**src/rtl/dds_cmd_pkg.sv**
```systemverilog
// Shared command codes, control-word constants and state encodings for the
// DDS host command sequencer. Assumes 16-bit frames with a 2-bit prefix.
package dds_cmd_pkg;

    typedef enum logic [2:0] {
        CMD_RESET  = 3'd0,
        CMD_SLEEP  = 3'd1,
        CMD_SINE   = 3'd2,
        CMD_TRI    = 3'd3,
        CMD_SQUARE = 3'd4,
        CMD_FREQ   = 3'd5
    } cmd_e;

    localparam logic [15:0] CTRL_BASE   = 16'h2008;
    localparam logic [15:0] MASK_RESET  = 16'h0100;
    localparam logic [15:0] MASK_SLEEP  = 16'h02C0;
    localparam logic [15:0] MASK_SQUARE = 16'h0260;
    localparam logic [15:0] MASK_SINE   = 16'h0230;
    localparam logic [15:0] MASK_TRI    = 16'h0202;

    localparam logic [1:0] PFX_REG0 = 2'b01;
    localparam logic [1:0] PFX_REG1 = 2'b10;

    typedef enum logic [1:0] {SH_IDLE, SH_LEAD, SH_LOW, SH_HIGH} sh_state_e;
    typedef enum logic [1:0] {SQ_IDLE, SQ_FIRST, SQ_GAP, SQ_SECOND} sq_state_e;

    // Control frame for a mode command code.
    function automatic logic [15:0] mode_word(input logic [2:0] code);
        case (cmd_e'(code))
            CMD_RESET:  return CTRL_BASE | MASK_RESET;
            CMD_SLEEP:  return CTRL_BASE | MASK_SLEEP;
            CMD_SINE:   return CTRL_BASE | MASK_SINE;
            CMD_TRI:    return CTRL_BASE | MASK_TRI;
            CMD_SQUARE: return CTRL_BASE | MASK_SQUARE;
            default:    return CTRL_BASE;
        endcase
    endfunction

endpackage

```
**src/rtl/dds_tuning_calc.sv**
```systemverilog
// Combinational tuning-word calculator: TW = hz*K_INT + sum over bytes of
// (byte_n * K_FRAC) >> (FRAC_SH - 8n). Assumes HZ_W = 32, FRAC_SH = 24 and
// K_FRAC < 2^24, so each byte product stays within PROD_W bits.
module dds_tuning_calc #(
    parameter int HZ_W    = 32,
    parameter int TW_W    = 28,
    parameter int K_INT   = 5,
    parameter int K_FRAC  = 6185912,
    parameter int FRAC_SH = 24
) (
    input  logic [HZ_W-1:0] hz,
    output logic [TW_W-1:0] tw
);
    localparam int NBYTES = HZ_W / 8;
    localparam int PROD_W = HZ_W + 8;

    logic [TW_W-1:0] part [NBYTES];
    logic [TW_W-1:0] int_term;

    assign int_term = TW_W'(PROD_W'(hz) * PROD_W'(K_INT));

    for (genvar n = 0; n < NBYTES; n++) begin : g_byte
        assign part[n] = TW_W'((PROD_W'(hz[8*n +: 8]) * PROD_W'(K_FRAC)) >> (FRAC_SH - 8*n));
    end

    // Sum the integer term and the per-byte fractional terms modulo 2^TW_W.
    always_comb begin
        tw = int_term;
        for (int n = 0; n < NBYTES; n++) begin
            tw = tw + part[n];
        end
    end

endmodule

```
**src/rtl/dds_frame_shifter.sv**
```systemverilog
// Serialises one FRAME_W-bit word MSB first. SCLK idles high and FSYNC
// falls for a lead phase of HALF_PER clocks with the MSB already on the data
// line. Each bit is a low phase and then a high phase of HALF_PER clocks.
// Data moves only on a rising SCLK, so it is stable for HALF_PER clocks
// before each falling edge. Assumes HALF_PER >= 1 and start only while idle.
module dds_frame_shifter
    import dds_cmd_pkg::*;
#(
    parameter int FRAME_W  = 16,
    parameter int HALF_PER = 4
) (
    input  logic               clk,
    input  logic               rst_n,
    input  logic               start,
    input  logic [FRAME_W-1:0] word,
    output logic               last,
    output logic               sclk,
    output logic               fsync,
    output logic               sdata
);
    localparam int PH_W = (HALF_PER > 1) ? $clog2(HALF_PER) : 1;
    localparam int BC_W = $clog2(FRAME_W);

    sh_state_e          st;
    logic [PH_W-1:0]    ph;
    logic [BC_W-1:0]    bit_idx;
    logic [FRAME_W-1:0] shreg;
    logic               ph_end;

    assign ph_end = (ph == PH_W'(HALF_PER - 1));
    assign last   = (st == SH_HIGH) && ph_end && (bit_idx == BC_W'(FRAME_W - 1));
    assign sclk   = (st != SH_LOW);
    assign fsync  = (st == SH_IDLE);
    assign sdata  = shreg[FRAME_W-1];

    // Phase timing, bit counting and shifting for one frame.
    always_ff @(posedge clk) begin
        if (!rst_n) begin
            st      <= SH_IDLE;
            ph      <= '0;
            bit_idx <= '0;
            shreg   <= '0;
        end else begin
            case (st)
                SH_IDLE: begin
                    if (start) begin
                        st      <= SH_LEAD;
                        ph      <= '0;
                        bit_idx <= '0;
                        shreg   <= word;
                    end
                end
                SH_LEAD: begin
                    if (ph_end) begin
                        st <= SH_LOW;
                        ph <= '0;
                    end else begin
                        ph <= ph + 1'b1;
                    end
                end
                SH_LOW: begin
                    if (ph_end) begin
                        st    <= SH_HIGH;
                        ph    <= '0;
                        shreg <= {shreg[FRAME_W-2:0], 1'b0};
                    end else begin
                        ph <= ph + 1'b1;
                    end
                end
                default: begin
                    if (ph_end) begin
                        ph <= '0;
                        if (bit_idx == BC_W'(FRAME_W - 1)) begin
                            st    <= SH_IDLE;
                            shreg <= '0;
                        end else begin
                            st      <= SH_LOW;
                            bit_idx <= bit_idx + 1'b1;
                        end
                    end else begin
                        ph <= ph + 1'b1;
                    end
                end
            endcase
        end
    end

endmodule

```
**src/rtl/dds_cmd_seq.sv**
```systemverilog
// Top of the DDS host command sequencer. It accepts one request while idle
// and builds the first frame in the accepting cycle. For a frequency request
// it keeps the second frame and sends it after a high gap of one SCLK period.
// Codes above the set-frequency code are dropped. Requests while busy are
// ignored.
module dds_cmd_seq
    import dds_cmd_pkg::*;
#(
    parameter int HZ_W     = 32,
    parameter int HALF_PER = 4,
    parameter int K_INT    = 5,
    parameter int K_FRAC   = 6185912
) (
    input  logic            clk,
    input  logic            rst_n,
    input  logic            req_valid,
    input  logic [2:0]      req_cmd,
    input  logic            req_fsel,
    input  logic [HZ_W-1:0] req_hz,
    output logic            busy,
    output logic            done,
    output logic            dds_sclk,
    output logic            dds_fsync,
    output logic            dds_sdata
);
    localparam int FRAME_W = 16;
    localparam int PAY_W   = FRAME_W - 2;
    localparam int TW_W    = 2 * PAY_W;
    localparam int GAP_LEN = 2 * HALF_PER;
    localparam int GC_W    = (GAP_LEN > 1) ? $clog2(GAP_LEN) : 1;

    sq_state_e          st;
    logic [GC_W-1:0]    gap_cnt;
    logic [FRAME_W-1:0] hi_word;
    logic               is_freq;
    logic               done_q;

    logic [TW_W-1:0]    tw;
    logic [1:0]         pfx;
    logic               cmd_ok;
    logic               accept;
    logic               gap_end;
    logic               sh_start;
    logic               sh_last;
    logic [FRAME_W-1:0] first_word;
    logic [FRAME_W-1:0] sh_word;

    dds_tuning_calc #(
        .HZ_W   (HZ_W),
        .TW_W   (TW_W),
        .K_INT  (K_INT),
        .K_FRAC (K_FRAC),
        .FRAC_SH(24)
    ) calc_i (
        .hz(req_hz),
        .tw(tw)
    );

    assign pfx        = req_fsel ? PFX_REG1 : PFX_REG0;
    assign cmd_ok     = (req_cmd <= CMD_FREQ);
    assign accept     = (st == SQ_IDLE) && req_valid && cmd_ok;
    assign gap_end    = (gap_cnt == GC_W'(GAP_LEN - 1));
    assign first_word = (req_cmd == CMD_FREQ) ? {pfx, tw[PAY_W-1:0]} : mode_word(req_cmd);
    assign sh_start   = accept || ((st == SQ_GAP) && gap_end);
    assign sh_word    = (st == SQ_GAP) ? hi_word : first_word;
    assign busy       = (st != SQ_IDLE);
    assign done       = done_q;

    dds_frame_shifter #(
        .FRAME_W (FRAME_W),
        .HALF_PER(HALF_PER)
    ) shift_i (
        .clk  (clk),
        .rst_n(rst_n),
        .start(sh_start),
        .word (sh_word),
        .last (sh_last),
        .sclk (dds_sclk),
        .fsync(dds_fsync),
        .sdata(dds_sdata)
    );

    // Request sequencing: first frame, optional gap, optional second frame.
    always_ff @(posedge clk) begin
        if (!rst_n) begin
            st      <= SQ_IDLE;
            gap_cnt <= '0;
            hi_word <= '0;
            is_freq <= 1'b0;
        end else begin
            case (st)
                SQ_IDLE: begin
                    if (accept) begin
                        st      <= SQ_FIRST;
                        is_freq <= (req_cmd == CMD_FREQ);
                        hi_word <= {pfx, tw[TW_W-1:PAY_W]};
                    end
                end
                SQ_FIRST: begin
                    if (sh_last) begin
                        gap_cnt <= '0;
                        st      <= is_freq ? SQ_GAP : SQ_IDLE;
                    end
                end
                SQ_GAP: begin
                    if (gap_end) begin
                        st <= SQ_SECOND;
                    end else begin
                        gap_cnt <= gap_cnt + 1'b1;
                    end
                end
                default: begin
                    if (sh_last) begin
                        st <= SQ_IDLE;
                    end
                end
            endcase
        end
    end

    // One-cycle completion pulse, aligned with the final FSYNC rise.
    always_ff @(posedge clk) begin
        if (!rst_n) begin
            done_q <= 1'b0;
        end else begin
            done_q <= sh_last && (((st == SQ_FIRST) && !is_freq) || (st == SQ_SECOND));
        end
    end

endmodule

```
**config.mk**
```make
export PLATFORM = sky130hd
export DESIGN_NAME = dds_cmd_seq
export DESIGN_NICKNAME = d
export VERILOG_FILES = /design/src/rtl/dds_cmd_pkg.sv /design/src/rtl/dds_tuning_calc.sv /design/src/rtl/dds_frame_shifter.sv /design/src/rtl/dds_cmd_seq.sv
export SDC_FILE = /design/constraint.sdc
export NUM_CORES = 1
export LEC_CHECK = 0
export BUFFER_PORTS_ARGS = -buffer_cell sky130_fd_sc_hd__buf_2
export CAP_MARGIN = 20
export CORE_ASPECT_RATIO = 0.8
export CORE_UTILIZATION = 50
export CTS_CLUSTER_DIAMETER = 80
export DETAILED_ROUTE_END_ITERATION = 8
export MAX_ROUTING_LAYER = met4
export PLACE_DENSITY = 0.75
export RECOVER_POWER = 50
export SYNTH_ARGS = -nofsm -noshare
export SYNTH_HDL_FRONTEND = slang
export SYNTH_SLANG_ARGS = --single-unit
```
**constraint.sdc**
```tcl
create_clock -name clk -period 14.6 [get_ports clk]
set_input_delay 2.19 -clock clk [delete_from_list [all_inputs] [get_ports clk]]
set_output_delay 2.19 -clock clk [all_outputs]
set_load 0.01 [all_outputs]
```
==> reports/qor.json, run 1 <==
{
  "chipWidth_um": 200.3,
  "synth_cell_types": 72,
  "placementRows": 57,
  "asyncSetResetFlopFracSynth": 0,
  "post_cts.resized_instances": 0,
  "error": "[ERROR DRT-0255] Maze Route cannot find path of net clk in worker of routeBox ( 193200 96600 ) ( 200280 144900 ).",
  "post-cts-setup-buffers": 0,
  "netlist.area_leader.share": 0.2928,
  "place_area_sq_um": 16420,
  "biggest_area_contributors_in_the_synthesized_netlist": "sky130_fd_sc_hd__fa_1 29%, sky130_fd_sc_hd__ha_1 28%, sky130_fd_sc_hd__inv_1 8.6%, sky130_fd_sc_hd__dfxtp_1 6.0%, sky130_fd_sc_hd__a21oi_1 3.1%",
  "synth-warning-count": 0,
  "yosys_top_cell_by_area": "sky130_fd_sc_hd__fa_1",
  "globalRouteTotalUtil": 0.2344,
  "synth_cells": 1703,
  "start_util": 0.5128,
  "number_of_antenna_violations_at_the_first_check_in_global_routing": 0,
  "height_of_the_die_um": 160.6,
  "port_buffers": 43,
  "netlist_area_sq_um": 15730,
  "number_of_global_route_vias_before_repair": 12059,
  "clkSinkCount": 47,
  "clock_tree.root_cell": "sky130_fd_sc_hd__clkbuf_16",
  "htree_num_levels": 2,
  "cts_max_path_buffers": 2,
  "globalplace.congestion": 0.9790,
  "postSynthAreaPerCell_sq_um": 9.234,
  "outcome": "stopped before the end",
  "io_pins": 44,
  "cts_made_buffers": 5,
  "grt_max_degree": 41,
  "holdBufCountCts": 0,
  "grt_first_pass_wirelength_um": 59690,
  "synth_edf_count": 0,
  "dpl.hpwl_um": 30980,
  "synth.yosys.seq_area_share": 0.05983,
  "gr-total-overflow": 0,
  "outcome.stop_stage": "detailed routing (5_2_route)",
  "syn-num-nets": 2329,
  "primary_ff_master_synth": "sky130_fd_sc_hd__dfxtp_1",
  "yosys_register_bits": 47
}
[metrics by stage]
stage	worst slack, ns	cells
global route	2.383	2149
CTS	3.258	2149
detailed placement	2.982	2141
global placement	3.261	2141
floorplan	3.856	1703
[cell families after synthesis]
| logic type | count (synthesis) | share of synthesized area |
|---|---|---|
| AOI/OAI and AO/OA | 307 | 0.1287 |
| xor gates and xnor gates | 89 | 0.04957 |
| adders and majority gates | 587 | 0.5768 |
| buffers and inverters | 384 | 0.09165 |
| DFF | 47 | 0.05983 |
| muxes | 3 | 0.001910 |
| and+or+nand+nor | 286 | 0.09157 |
[metal layers]
| layer | global-route usage |
|---|---|
| met5 | - |
| met4 | 0.03366 |
| met2 | 0.3725 |
| met3 | 0.02232 |
| met1 | 0.3319 |
[synth_stat cells (4+ instances only)]
cell type,instances
sky130_fd_sc_hd__a211oi_1,22
sky130_fd_sc_hd__and2_1,6
sky130_fd_sc_hd__o21bai_1,6
sky130_fd_sc_hd__nand2b_1,13
sky130_fd_sc_hd__o21ai_0,48
sky130_fd_sc_hd__inv_1,361
sky130_fd_sc_hd__clkbuf_1,22
sky130_fd_sc_hd__a31oi_1,6
sky130_fd_sc_hd__a21o_1,27
sky130_fd_sc_hd__o22ai_1,5
sky130_fd_sc_hd__xnor2_1,51
sky130_fd_sc_hd__nor3_1,27
sky130_fd_sc_hd__a22o_1,4
sky130_fd_sc_hd__o31ai_1,7
sky130_fd_sc_hd__nor2_1,81
sky130_fd_sc_hd__nand3b_1,4
sky130_fd_sc_hd__ha_1,357
sky130_fd_sc_hd__nand2_1,65
sky130_fd_sc_hd__fa_1,230
sky130_fd_sc_hd__and3_1,10
sky130_fd_sc_hd__nor2b_1,21
sky130_fd_sc_hd__nand3_1,17
sky130_fd_sc_hd__dfxtp_1,47
sky130_fd_sc_hd__or3_1,10
sky130_fd_sc_hd__o211ai_1,14
sky130_fd_sc_hd__and4b_1,4
sky130_fd_sc_hd__a22oi_1,12
sky130_fd_sc_hd__o21a_1,19
sky130_fd_sc_hd__or2_2,7
sky130_fd_sc_hd__xor2_1,38
sky130_fd_sc_hd__a21oi_1,96
sky130_fd_sc_hd__nand4_1,4
sky130_fd_sc_hd__o21ai_1,6
==> inputs of run 2 (changes only) <==
CORE_ASPECT_RATIO = default   (was 0.8)
CORE_UTILIZATION = 35   (was 50)
CTS_CLUSTER_DIAMETER = default   (was 80)
MAX_ROUTING_LAYER = default   (was met4)
PLACE_DENSITY = default   (was 0.75)
PLACE_DENSITY_LB_ADDON = 0.15   (was default)
==> reports/qor.json, run 2 <==
{
  "post_cts.resized_instances": 0,
  "element_type_at_the_critical_path_end": "flop",
  "start_util": 0.3556,
  "dpl.hpwl_um": 33470,
  "avgViaCountPerCell": 4.864,
  "post-cts-setup-buffers": 0,
  "number_of_antenna_violations_at_the_first_check_in_global_routing": 1,
  "biggest_area_contributors_in_the_synthesized_netlist": "sky130_fd_sc_hd__fa_1 29%, sky130_fd_sc_hd__ha_1 28%, sky130_fd_sc_hd__inv_1 8.6%, sky130_fd_sc_hd__dfxtp_1 6.0%, sky130_fd_sc_hd__a21oi_1 3.1%",
  "place_area_sq_um": 16650,
  "synth_edf_count": 0,
  "finClkSkew_ns": 0.004913,
  "setup_viol_count_final": 0,
  "dr.first_iter.drc_count": 399,
  "antennaDiodeCount": 0,
  "dieArea_sq_um": 45780,
  "height_of_the_die_um": 214.0,
  "clk_pin_slew_worst_paths_ns": 0.06,
  "grt_first_pass_wirelength_um": 62250,
  "netlist.area_leader.share": 0.2928,
  "critPathKind": "input pin to flop",
  "placementRows": 77,
  "worst-slew-pin-transition_ns": 1.896,
  "synth.most_common_cell": "sky130_fd_sc_hd__inv_1",
  "final_common_cell": "sky130_fd_sc_hd__inv_1",
  "hold_path_startpoint": "hi_word[5]",
  "finalCriticalPeriod_ns": 11.31,
  "timing.critical_path.from_type": "input pin",
  "final_layout_size_suffix_gt1_frac": 0.04032,
  "synth_cell_types": 72,
  "critical_path_required_ns": 14.78,
  "timing.fmax_ghz": 0.08839,
  "failed_checks": "capacitance limit, slew limit",
  "final_nets": 2361,
  "area_of_the_placeable_core_sq_um": 44220,
  "cts_max_path_buffers": 2,
  "post-route-period-util": 0.7749,
  "io_pins": 44,
  "timing_hold_violations_final": 0,
  "syn-num-nets": 2329,
  "drt-total-wl_um": 37610,
  "primary_ff_master_synth": "sky130_fd_sc_hd__dfxtp_1",
  "detailedRoute.firstPassIterationCount": 4,
  "synth_cells": 1703,
  "tritoncts": "yes",
  "ant_nets": 0,
  "clkSinkCount": 47,
  "mostFrequentLayoutCells": "361 x sky130_fd_sc_hd__inv_1, 357 x sky130_fd_sc_hd__ha_1, 230 x sky130_fd_sc_hd__fa_1",
  "outcome": "finished, violations left",
  "globalRouteTotalUtil": 0.1675,
  "critical_path_peak_fanout": 8,
  "cp-startpoint": "req_hz[13]",
  "grt_max_degree": 41,
  "totalNegativeSetupSlack_ns": 0,
  "synth.yosys.seq_area_share": 0.05983,
  "drc": 0,
  "cp.arrival_ns": 11.50,
  "yosys_register_bits": 47,
  "cts_made_buffers": 5,
  "total_count_of_max_transition_violations_in_the_final_report": 41,
  "clkLatencyLatePin_ns": 0.29,
  "htree_num_levels": 2,
  "slowest_delay_ns": 0.55,
  "yosys_top_cell_by_area": "sky130_fd_sc_hd__fa_1",
  "netlist_area_sq_um": 15730,
  "timing.max_slew.rel_slack": -0.2638,
  "holdBufCountCts": 0,
  "hp-class": "flop to flop",
  "vias": 11323,
  "port_buffers": 43,
  "worst_path_max_delay_cell": "sky130_fd_sc_hd__fa_1",
  "final_instance_area_sq_um": 16740,
  "globalplace.congestion": 0.8578,
  "chipWidth_um": 214.0,
  "clock_tree.root_cell": "sky130_fd_sc_hd__clkbuf_16",
  "asyncSetResetFlopFracSynth": 0,
  "syn2layout_area_growth_pct": 6.453,
  "synthTopCellsByCount": "361 x sky130_fd_sc_hd__inv_1, 357 x sky130_fd_sc_hd__ha_1, 230 x sky130_fd_sc_hd__fa_1, 96 x sky130_fd_sc_hd__a21oi_1, 81 x sky130_fd_sc_hd__nor2_1",
  "biggest_regs": "hi_word x16, shift_i.shreg x16, shift_i.bit_idx x4",
  "drv_cap": 1,
  "postSynthAreaPerCell_sq_um": 9.234,
  "setup_repair_after_global_routing_missed_its_margin": "no",
  "gr-total-overflow": 0,
  "regToRegStartpoint": "shift_i.st[0]",
  "wl_per_cell_um": 16.15,
  "synth-warning-count": 0,
  "number_of_global_route_vias_before_repair": 12018
}
## run 2: cell counts after synthesis
Identical to the previous run, type by type.
## run 2: stage by stage
step / setup slack [ns] / utilization / cells / hold WS [ns]
floorplan: 3.856 / - / 1703 / 0.4320
CTS: 3.264 / 0.3795 / 2328 / 0.4526
detailed placement: 2.982 / 0.3764 / 2320 / 0.4453
finish: 3.287 / 0.3786 / 2328 / 0.4528
global route: 2.668 / 0.3786 / 2328 / 0.4768
global placement: 3.126 / 0.3764 / 2320 / 0.4414
## run 2: logic make-up (layout without fill, tap and decap cells)
| group | after synthesis | count (layout) | share of synthesized area |
|---|---|---|---|
| AND/OR/NAND/NOR | 286 | 286 | 0.09157 |
| AO/OA/AOI/OAI | 307 | 307 | 0.1287 |
| adder cells (fa/ha/maj) | 587 | 587 | 0.5768 |
| XOR/XNOR | 89 | 89 | 0.04957 |
| multiplexers | 3 | 3 | 0.001910 |
| buffers and inverters | 384 | 417 | 0.09165 |
| flip-flops | 47 | 47 | 0.05983 |
## run 2: cell type report
type	instances	area, sq um
repair buffers	48	229.0
clock inverters	1	5.005
flip-flops and latches	47	940.9
clock buffers	7	132.6
multi-input cells	1272	13340
well taps	592	740.7
fillers	4486	27480
inverters	361	1355
## run 2: per-layer routing
metal,up-vias,GRT usage,routed length [um]
li1,5720,-,-
met2,73,0.2969,18170
met3,15,0.008387,417
met5,-,0,11
met1,5513,0.2319,18810
met4,2,0.01583,202
## run 2: worst paths after layout
check / end / cells after the start / slack, ns
setup / recovery: hi_word[10] / 38 / 3.29
hold / removal: hi_word[5] / 2 / 0.45
setup reg to reg: shift_i.shreg[0] / 8 / 11.09
hold reg to reg: hi_word[5] / 2 / 0.45
## run 2: worst max-delay path, delay by kind of cell
family                     cells  cell delay [ns]
muxes                          1             0.13
AOI/OAI and AO/OA             15             3.26
buffers and inverters          8             0.66
xor gates and xnor gates       2             0.38
and+or+nand+nor                2             0.56
adders and majority gates     10             4.31
Power of run 2 is not shown: default switching activity piles up to over one toggle a cycle in this logic, so the estimate is an artifact.
